===== config.mk =====
export PLATFORM = sky130hd
export DESIGN_NAME = block_copy_engine
export DESIGN_NICKNAME = d
export VERILOG_FILES = /design/src/rtl/bmc_pkg.sv /design/src/rtl/bmc_ptr_step.sv /design/src/rtl/bmc_len_count.sv /design/src/rtl/bmc_ctrl.sv /design/src/rtl/block_copy_engine.sv
export SDC_FILE = /design/constraint.sdc
export NUM_CORES = 1
export LEC_CHECK = 0
export BUFFER_PORTS_ARGS = -buffer_cell sky130_fd_sc_hd__buf_2
export CAP_MARGIN = 20
export CORE_UTILIZATION = 45
export CTS_BUF_LIST = sky130_fd_sc_hd__clkbuf_4 sky130_fd_sc_hd__clkbuf_8
export CTS_CLUSTER_SIZE = 40
export DETAILED_ROUTE_END_ITERATION = 10
export HOLD_SLACK_MARGIN = 0.1
export PLACE_DENSITY = 0.72
export SETUP_SLACK_MARGIN = 0.05
export SLEW_MARGIN = 20
export SYNTH_ARGS = -nofsm -noshare
export SYNTH_HDL_FRONTEND = slang
export SYNTH_SLANG_ARGS = --single-unit

===== constraint.sdc =====
create_clock -name clk -period 6.2 [get_ports clk]
set_input_delay 0.93 -clock clk [delete_from_list [all_inputs] [get_ports clk]]
set_output_delay 0.93 -clock clk [all_outputs]
set_load 0.05 [all_outputs]

===== src/rtl/bmc_pkg.sv =====
package bmc_pkg;

    // Control states of the copy sequencer
    typedef enum logic [2:0] {
        ST_IDLE    = 3'd0,
        ST_RD_REQ  = 3'd1,
        ST_RD_WAIT = 3'd2,
        ST_WR_REQ  = 3'd3,
        ST_WR_WAIT = 3'd4,
        ST_DONE    = 3'd5
    } bmc_state_e;

    // Pointer channels: index 0 walks the source, index 1 the destination
    localparam int BMC_NUM_PTR = 2;
    localparam int BMC_SRC_IDX = 0;
    localparam int BMC_DST_IDX = 1;

endpackage


===== src/rtl/bmc_ptr_step.sv =====
module bmc_ptr_step #(
    parameter int AW = 16
) (
    input  logic          clk,
    input  logic          rst_n,
    input  logic          load_i,
    input  logic [AW-1:0] init_i,
    input  logic          down_i,
    input  logic          step_i,
    output logic [AW-1:0] ptr_o
);
    localparam logic [AW-1:0] UNIT = AW'(1);

    typedef struct packed {
        logic [AW-1:0] ptr;
        logic          down;
    } ptr_st_t;

    ptr_st_t st_d, st_q;

    always_comb begin
        st_d = st_q;
        if (load_i) begin
            st_d.ptr  = init_i;
            st_d.down = down_i;
        end else if (step_i) begin
            // modulo 2^AW in both directions
            if (st_q.down) begin
                st_d.ptr = st_q.ptr - UNIT;
            end else begin
                st_d.ptr = st_q.ptr + UNIT;
            end
        end
    end

    always_ff @(posedge clk or negedge rst_n) begin
        if (!rst_n) begin
            st_q <= '0;
        end else begin
            st_q <= st_d;
        end
    end

    assign ptr_o = st_q.ptr;

    // ascending step advances by exactly one
    p_step_up_r4: assert property (@(posedge clk) disable iff (!rst_n)
        step_i && !load_i && !st_q.down |=> ptr_o == $past(ptr_o) + UNIT);

    // descending step wraps below zero to the top
    p_step_down_r5: assert property (@(posedge clk) disable iff (!rst_n)
        step_i && !load_i && st_q.down |=> ptr_o == $past(ptr_o) - UNIT);

    // pointer does not drift between steps
    p_ptr_hold_r7: assert property (@(posedge clk) disable iff (!rst_n)
        !step_i && !load_i |=> $stable(ptr_o));

endmodule


===== src/rtl/bmc_len_count.sv =====
module bmc_len_count #(
    parameter int CW = 16
) (
    input  logic          clk,
    input  logic          rst_n,
    input  logic          load_i,
    input  logic [CW-1:0] len_i,
    input  logic          dec_i,
    output logic          final_o
);
    localparam logic [CW-1:0] UNIT = CW'(1);

    typedef struct packed {
        logic [CW-1:0] left;
    } cnt_st_t;

    cnt_st_t st_d, st_q;

    always_comb begin
        st_d = st_q;
        if (load_i) begin
            st_d.left = len_i;
        end else if (dec_i) begin
            // a loaded zero wraps to all ones, giving 2^CW bytes
            st_d.left = st_q.left - UNIT;
        end
    end

    always_ff @(posedge clk or negedge rst_n) begin
        if (!rst_n) begin
            st_q <= '0;
        end else begin
            st_q <= st_d;
        end
    end

    // current byte is the last one when exactly one remains
    assign final_o = (st_q.left == UNIT);

    // each completed byte removes one from the remaining count
    p_count_step_r6: assert property (@(posedge clk) disable iff (!rst_n)
        dec_i && !load_i |=> st_q.left == $past(st_q.left) - UNIT);

    // count only moves on a load or a completed byte
    p_count_hold_r7: assert property (@(posedge clk) disable iff (!rst_n)
        !dec_i && !load_i |=> $stable(st_q.left));

endmodule


===== src/rtl/bmc_ctrl.sv =====
module bmc_ctrl
    import bmc_pkg::*;
#(
    parameter int DW = 8
) (
    input  logic          clk,
    input  logic          rst_n,
    input  logic          start_i,
    input  logic          ready_i,
    input  logic [DW-1:0] rdata_i,
    input  logic          final_i,
    output logic          load_o,
    output logic          step_o,
    output logic          rd_o,
    output logic          wr_o,
    output logic          use_dst_o,
    output logic          busy_o,
    output logic          done_o,
    output logic [DW-1:0] byte_o
);
    typedef struct packed {
        bmc_state_e    state;
        logic [DW-1:0] data;
    } ctrl_st_t;

    ctrl_st_t st_d, st_q;

    always_comb begin
        st_d      = st_q;
        load_o    = 1'b0;
        step_o    = 1'b0;
        rd_o      = 1'b0;
        wr_o      = 1'b0;
        use_dst_o = 1'b0;
        done_o    = 1'b0;
        unique case (st_q.state)
            ST_IDLE: begin
                if (start_i) begin
                    load_o     = 1'b1;
                    st_d.state = ST_RD_REQ;
                end
            end
            ST_RD_REQ, ST_RD_WAIT: begin
                rd_o = 1'b1;
                if (ready_i) begin
                    st_d.data  = rdata_i;
                    st_d.state = ST_WR_REQ;
                end else begin
                    st_d.state = ST_RD_WAIT;
                end
            end
            ST_WR_REQ, ST_WR_WAIT: begin
                wr_o      = 1'b1;
                use_dst_o = 1'b1;
                if (ready_i) begin
                    step_o     = 1'b1;
                    st_d.state = final_i ? ST_DONE : ST_RD_REQ;
                end else begin
                    st_d.state = ST_WR_WAIT;
                end
            end
            ST_DONE: begin
                done_o     = 1'b1;
                st_d.state = ST_IDLE;
            end
            default: begin
                st_d.state = ST_IDLE;
            end
        endcase
    end

    always_ff @(posedge clk or negedge rst_n) begin
        if (!rst_n) begin
            st_q <= '{state: ST_IDLE, data: '0};
        end else begin
            st_q <= st_d;
        end
    end

    assign busy_o = (st_q.state != ST_IDLE);
    assign byte_o = st_q.data;

    // no reload of the pointers or count while a copy runs
    p_no_reload_r2: assert property (@(posedge clk) disable iff (!rst_n)
        busy_o |-> !load_o);

    // a write is always preceded by its read
    p_write_after_read_r3: assert property (@(posedge clk) disable iff (!rst_n)
        $rose(wr_o) |-> $past(rd_o));

    // captured byte is frozen outside the read phase
    p_byte_hold_r10: assert property (@(posedge clk) disable iff (!rst_n)
        !rd_o |=> $stable(byte_o));

endmodule


===== src/rtl/block_copy_engine.sv =====
module block_copy_engine
    import bmc_pkg::*;
#(
    parameter int ADDR_W = 16,
    parameter int CNT_W  = 16,
    parameter int DATA_W = 8
) (
    input  logic              clk,
    input  logic              rst_n,
    input  logic              start_i,
    input  logic [ADDR_W-1:0] src_i,
    input  logic [ADDR_W-1:0] dst_i,
    input  logic [CNT_W-1:0]  len_i,
    input  logic              down_i,
    output logic              busy_o,
    output logic              done_o,
    output logic [DATA_W-1:0] last_byte_o,
    output logic              mem_rd_o,
    output logic              mem_wr_o,
    output logic [ADDR_W-1:0] mem_addr_o,
    output logic [DATA_W-1:0] mem_wdata_o,
    input  logic [DATA_W-1:0] mem_rdata_i,
    input  logic              mem_ready_i
);
    logic              load_w;
    logic              step_w;
    logic              final_w;
    logic              use_dst_w;
    logic [DATA_W-1:0] byte_w;
    logic [ADDR_W-1:0] seed_w [BMC_NUM_PTR];
    logic [ADDR_W-1:0] ptr_w  [BMC_NUM_PTR];

    assign seed_w[BMC_SRC_IDX] = src_i;
    assign seed_w[BMC_DST_IDX] = dst_i;

    // Source and destination pointers step together after each write
    for (genvar g = 0; g < BMC_NUM_PTR; g++) begin : g_ptr
        bmc_ptr_step #(
            .AW (ADDR_W)
        ) i_ptr (
            .clk    (clk),
            .rst_n  (rst_n),
            .load_i (load_w),
            .init_i (seed_w[g]),
            .down_i (down_i),
            .step_i (step_w),
            .ptr_o  (ptr_w[g])
        );
    end

    bmc_len_count #(
        .CW (CNT_W)
    ) i_len (
        .clk     (clk),
        .rst_n   (rst_n),
        .load_i  (load_w),
        .len_i   (len_i),
        .dec_i   (step_w),
        .final_o (final_w)
    );

    bmc_ctrl #(
        .DW (DATA_W)
    ) i_ctrl (
        .clk       (clk),
        .rst_n     (rst_n),
        .start_i   (start_i),
        .ready_i   (mem_ready_i),
        .rdata_i   (mem_rdata_i),
        .final_i   (final_w),
        .load_o    (load_w),
        .step_o    (step_w),
        .rd_o      (mem_rd_o),
        .wr_o      (mem_wr_o),
        .use_dst_o (use_dst_w),
        .busy_o    (busy_o),
        .done_o    (done_o),
        .byte_o    (byte_w)
    );

    assign mem_addr_o  = use_dst_w ? ptr_w[BMC_DST_IDX] : ptr_w[BMC_SRC_IDX];
    assign mem_wdata_o = byte_w;
    assign last_byte_o = byte_w;

    // never read and write in the same cycle
    p_rd_wr_excl_r3: assert property (@(posedge clk) disable iff (!rst_n)
        $onehot0({mem_rd_o, mem_wr_o}));

    // a stalled read keeps its request and address
    p_rd_hold_r8: assert property (@(posedge clk) disable iff (!rst_n)
        mem_rd_o && !mem_ready_i |=> mem_rd_o && $stable(mem_addr_o));

    // a stalled write keeps its request, address and data
    p_wr_hold_r8: assert property (@(posedge clk) disable iff (!rst_n)
        mem_wr_o && !mem_ready_i |=>
            mem_wr_o && $stable(mem_addr_o) && $stable(mem_wdata_o));

    // done is a single-cycle pulse
    p_done_pulse_r9: assert property (@(posedge clk) disable iff (!rst_n)
        done_o |=> !done_o);

    // busy only drops right after done
    p_busy_hold_r9: assert property (@(posedge clk) disable iff (!rst_n)
        busy_o && !done_o |=> busy_o);

    // busy is low in the cycle after done
    p_busy_drop_r9: assert property (@(posedge clk) disable iff (!rst_n)
        done_o |=> !busy_o);

    // last byte output is held while idle
    p_last_hold_r10: assert property (@(posedge clk) disable iff (!rst_n)
        !busy_o |=> $stable(last_byte_o));

endmodule


After elaboration in Yosys (flattened, before gate mapping)
Cells that the tools add are included.
{ "classes": {"addsub": 5, "eq_ne": 7, "muxes": 21, "reduce_logical": 6} }
{ "op_table": {"columns": ["cell", "n"], "rows": [
  ["$mux 16", 9],
  ["$sub 16x1->16 const B", 3],
  ["$add 16x1->16 const B", 2],
  ["$eq 16x1->1 const B", 1],
  ["$mux 3", 3],
  ["$pmux 3 s3", 1],
  ["$mux 1", 8],
  ["$eq 3x2->1 const B", 2],
  ["$eq 3x3->1 const B", 2],
  ["$reduce_or 2->1", 2],
  ["$eq 3x1->1 const B", 1],
  ["$logic_not 3->1", 1],
  ["$reduce_bool 3->1", 1],
  ["$ne 2x2->1 const B", 1],
  ["$reduce_and 2->1", 1],
  ["$reduce_bool 2->1", 1]
]} }
{ "word_totals": {"reg_bits": 60, "input_bits": 61, "out_inout_bits": 36, "word_cells": 45} }

Logic depth before layout (Yosys ltp)
{ "depth": {"ltp_word": 5, "depth_mapped": 9, "depth_no_buf": 8} }

By module
A second synthesis with hierarchy kept.
{ "hier_totals": {"cells_unflattened": 533, "area_unflattened_um2": 5002.3} }
{ "modules_own_cells": {"columns": ["mod", "n_inst", "cells_per_inst", "area_per_inst_um2", "seq_area_each_um2"], "rows": [
  ["bmc_ptr_step (g_ptr[0].i_ptr)", 1, 190, 1689.1, 425.4],
  ["bmc_ptr_step (g_ptr[1].i_ptr)", 1, 169, 1534.0, 425.4],
  ["bmc_len_count", 1, 101, 920.9, 400.4],
  ["bmc_ctrl", 1, 47, 549.3, 275.3],
  ["block_copy_engine", 1, 26, 309.0, 0.0]
]} }

Worst setup path before layout
Ideal clock, no wire load.
{ "synth_path": {"path_type": "register to register", "start": "register g_ptr[1].i_ptr.st_q[0] (netlist bit)", "end": "register g_ptr[1].i_ptr.st_q, in the netlist g_ptr[1].i_ptr.ptr_o[15]", "setup_ns": 0.132, "arrival_ns": 2.542, "t_required_ns": 6.068, "slack_ns": 3.526, "stages_incl_launch_ff": 10, "n_path_buf": 1, "period_less_slack_ns": 2.674, "path_cell_list": "dfrtp_1 -> ha_1 -> clkbuf_1 -> a21oi_2 -> o21ai_0 -> a211o_1 -> o21ai_0 -> nor3b_2 -> xnor2_1 -> o21ai_1"} }
{ "synth_between": {"elab_chain_len": 3} }
{ "synth_rtl": {"columns": ["element", "line", "rtl"], "rows": [
  ["start: declaration", "bmc_ptr_step.sv:19", "ptr_st_t st_d, st_q;"],
  ["start signal: assignment", "bmc_ptr_step.sv:40", "st_q <= st_d;"],
  ["$mux 16", "bmc_ptr_step.sv:28", "if (st_q.down) begin"],
  ["$mux 16", "bmc_ptr_step.sv:26", "end else if (step_i) begin"],
  ["$mux 16", "bmc_ptr_step.sv:23", "if (load_i) begin"]
]} }
Every way passes these cells. The select of a mux whose other input is x is not followed.
A chain may end at the register's enable or synchronous reset.

Final worst setup path
{ "layout_path": {"start": "register i_ctrl.st_q[9] (netlist bit)", "end": "output mem_addr_o[12]"} }
{ "layout_between": {"elab_chain_len": 4, "word_cells_on_any_way": 5, "cone_classes": "eq/ne (2); mux (2); reduce/logical (1)"} }
{ "layout_rtl": {"columns": ["element", "line", "rtl"], "rows": [
  ["start: declaration", "bmc_ctrl.sv:26", "ctrl_st_t st_d, st_q;"],
  ["start signal: assignment", "bmc_ctrl.sv:74", "st_q <= '{state: ST_IDLE, data: '0};"],
  ["start signal: assignment", "bmc_ctrl.sv:76", "st_q <= st_d;"],
  ["$eq 3x2->1 or $eq 3x3->1 (tied branches)", "bmc_ctrl.sv:36", "unique case (st_q.state)"],
  ["$reduce_or 2->1 *", "bmc_ctrl.sv:36", null],
  ["$mux 1 *", "bmc_ctrl.sv:36", null],
  ["$mux 16 *", "block_copy_engine.sv:81", "assign mem_addr_o = use_dst_w ? ptr_w[BMC_DST_IDX] : ptr_w[BMC_SRC_IDX];"],
  ["end: declaration", "block_copy_engine.sv:20", "output logic [ADDR_W-1:0] mem_addr_o,"]
]} }
Mark *: on every way between the ends. The rest lies on a longest branch, timed or not.

==> key figures <==
Run status
  • Status: completed

Critical path
  • Critical Path, Cell by Cell: nor3b_2 > or2_1 > mux2_2 > buf_2
  • CP arrival: 2500 ps
  • Critical path class: reg2out
  • CP endpoint kind: output pin
  • Worst r2r src: g_ptr[1].i_ptr.st_q[0]
  • CP top delay family: simple AND/OR/NAND/NOR gates
  • Largest stage delay, worst path: between 700 and 800 ps
  • Critical path startpoint category: flop
  • Reg2reg path depth: 9
  • R2r endpoint: g_ptr[1].i_ptr.ptr_o[10]
  • CP Buf/Inv Count: 1
  • Critical path depth: 4
  • CP Max Fanout: 19
  • Reg-to-reg slack, setup: 3460 ps
  • Slowest-stage cell, CP: or2_1
  • Req. time, crit path: 5270 ps

STA
  • Final min period: about 3400 ps
  • Final setup viols: 0
  • Hold Fails Final Rpt: 0
  • Worst relative slew slack: 0.3068
  • Slew @ Worst Pin: 1037 ps
  • Clock skew: around 9.3 ps
  • Maximum clock frequency: 291.2 MHz
  • TNS Setup: 0 ps
  • RSZ-0062 raised after global routing: false
  • Final Max Slew Viols: 0
  • Tcrit/Tclk final: 0.5539

Synthesis
  • Yosys cell types: between 50 and 60
  • Synth Area in Compound Gates: 0.1974
  • Largest family of logic cells by synthesized area: compound AO/OA/AOI/OAI gates
  • Main synth FF type: dfrtp_1
  • XOR/XNOR Fraction of Synth Area: 0.07581
  • Cells after Synth: 518
  • Post-Syn Area: roughly 4500 um2
  • Warnings from Yosys: 0
  • Post-synthesis area per instance: 8.698 um2
  • Sequential area share after synthesis: 0.3332
  • Mux contribution to synthesized area: 0.06498
  • Async S/R FF share, synth: 1.000
  • Post-synth EDFFs: 0
  • Synth area leaders: dfrtp_1 33%, ha_1 8.3%, a21oi_1 6.8%
  • Synth Area in Simple Gates: 0.1775
  • Area share of the largest cell type after synthesis: 0.3332
  • Yosys reg bits: 60
  • Leading area contributor after synthesis: dfrtp_1
  • Net count after synthesis: 611
  • Post-synthesis adder-cell area fraction: 0.09220

Cells and area
  • N_diodes: 0
  • Layout cells sized above 1: 0.2643
  • Layout area overhead: 14.50%
  • Fin area: 5159 um2
  • Most common cell after layout, fill and taps aside: buf_2
  • Most frequent cells in the layout: 96 x buf_2, 61 x a21oi_1, 60 x dfrtp_1, 58 x nand2_1, 45 x nor2_1
  • Nets@finish: between 600 and 700

Route
  • Drt drc: 0
  • Routed WL per cell: between 10 and 15 um
  • Via count: 3916
  • Final wirelength: 10.57 mm
  • Vias per cell: 5.387
  • Antenna Nets Post-Route: 0
  • 1st-iter DRT viols: between 100 and 150
  • First-pass DRT Iterations: 4

Job
  • Max_cap viols: 0

Hold path
  • Worst Hold Depth: 1
  • Hold endpoint: i_ctrl.byte_o[7]
  • Hold Crit Start: i_ctrl.byte_o[7]
  • Hold Path Class: reg2reg

Floorplan
  • Die area: 10420 um2
  • I/O pins: 97
  • Die X: between 100 and 150 um
  • Core ar.: 9729 um2
  • Die Height: 102.1 um
  • Site Rows: 36
  • Starting Density: 0.4631

Place
  • IO buf count: 96
  • Hpwl dp: 7.442 mm
  • Routability Congestion: 0.8690
  • Area after DPL: around 5000 um2

Clock tree
  • Hold_buf cts: 0
  • H-tree levels: 3
  • Clock Tree Root: clkbuf_8
  • Setup bufs post-CTS: 0
  • CTS tree: built
  • Clock buffer depth: 2
  • Worst skew pair latency: roughly 340 ps
  • Clock slew at reported path FFs: approximately 70 ps
  • Total CTS buffers: 9
  • Post_cts resized: 0
  • Clock sink count: 60

Global route
  • Grt ovf: 0
  • First-pass GRT wire length: 17.28 mm
  • Initial antenna violation count: 0
  • Number of global-route vias before repair: 3583
  • Total track usage: 0.2119
  • Pin count of the biggest net entering global routing: 61
-- flip-flops by register name, summed over array words and instances (netlist names) --
| name | flops |
|---|---|
| g_ptr.i_ptr.ptr_o | 32 |
| i_len.st_q | 16 |
| i_ctrl.byte_o | 8 |
| i_ctrl.st_q | 3 |
| g_ptr.i_ptr.st_q | 1 |
-- synth_stat cells, types with 9 or more instances --
master,number
dfrtp_1,60
ha_1,30
nand2_1,58
nand3_1,11
mux2_2,26
inv_1,9
o21ai_0,44
a21oi_1,61
buf_4,16
clkbuf_1,12
xnor2_1,25
nor2_1,45
xor2_1,14
-- cell families (layout without fill, tap and decap cells) --
logic type               Yosys count  count (layout)
flip-flops                        60              60
AND/OR/NAND/NOR                  159             159
multiplexers                      26              26
AO/OA/AOI/OAI                    154             154
adder cells (fa/ha/maj)           32              32
XOR/XNOR                          39              39
buffers and inverters             48             124
-- stage by stage --
| step | hold WS (ps) | instances | util | setup WS (ps) |
|---|---|---|---|---|
| finish | 527.3 | 727 | 0.5302 | 2766 |
| detailed placement | 515.6 | 712 | 0.5102 | 3098 |
| global route | 550.1 | 727 | 0.5302 | 2653 |
| global placement | 493.1 | 712 | 0.5102 | 3201 |
| floorplan | 475.9 | 518 | - | 3526 |
| CTS | 531.7 | 727 | 0.5302 | 2719 |
-- worst max path at each step --
stage / from / endpoint / slack [ps]
global route: i_ctrl.st_q[9] / mem_addr_o[6] / 2650
global placement: i_ctrl.st_q[9] / mem_addr_o[15] / 3200
finish: i_ctrl.st_q[9] / mem_addr_o[12] / 2770
detailed placement: i_ctrl.st_q[9] / mem_addr_o[15] / 3100
floorplan: g_ptr[1].i_ptr.st_q[0] / g_ptr[1].i_ptr.ptr_o[15] / 3530
CTS: i_ctrl.st_q[9] / mem_addr_o[15] / 2720
-- layer usage --
layer  GRT usage  vias to the layer above  wire (um)
li1            -                     1969          -
met1      0.2891                     1824       5057
met2      0.3428                      110       4868
met3     0.04241                       13        509
met4     0.05604                        0        138
met5           0                        -          0
-- area by class of cell --
| class | instances | area, um2 |
|---|---|---|
| clock buffers | 11 | 145.1 |
| clock inverters | 4 | 50.05 |
| fillers | 947 | 4571 |
| inverters | 9 | 33.78 |
| multi-input cells | 410 | 2751 |
| flip-flops and latches | 60 | 1501 |
| well taps | 133 | 166.4 |
| repair buffers | 100 | 510.5 |
Power is left out: the tool's default activity adds up to more than one toggle a clock period on the data nets, which glitch-free logic cannot reach.
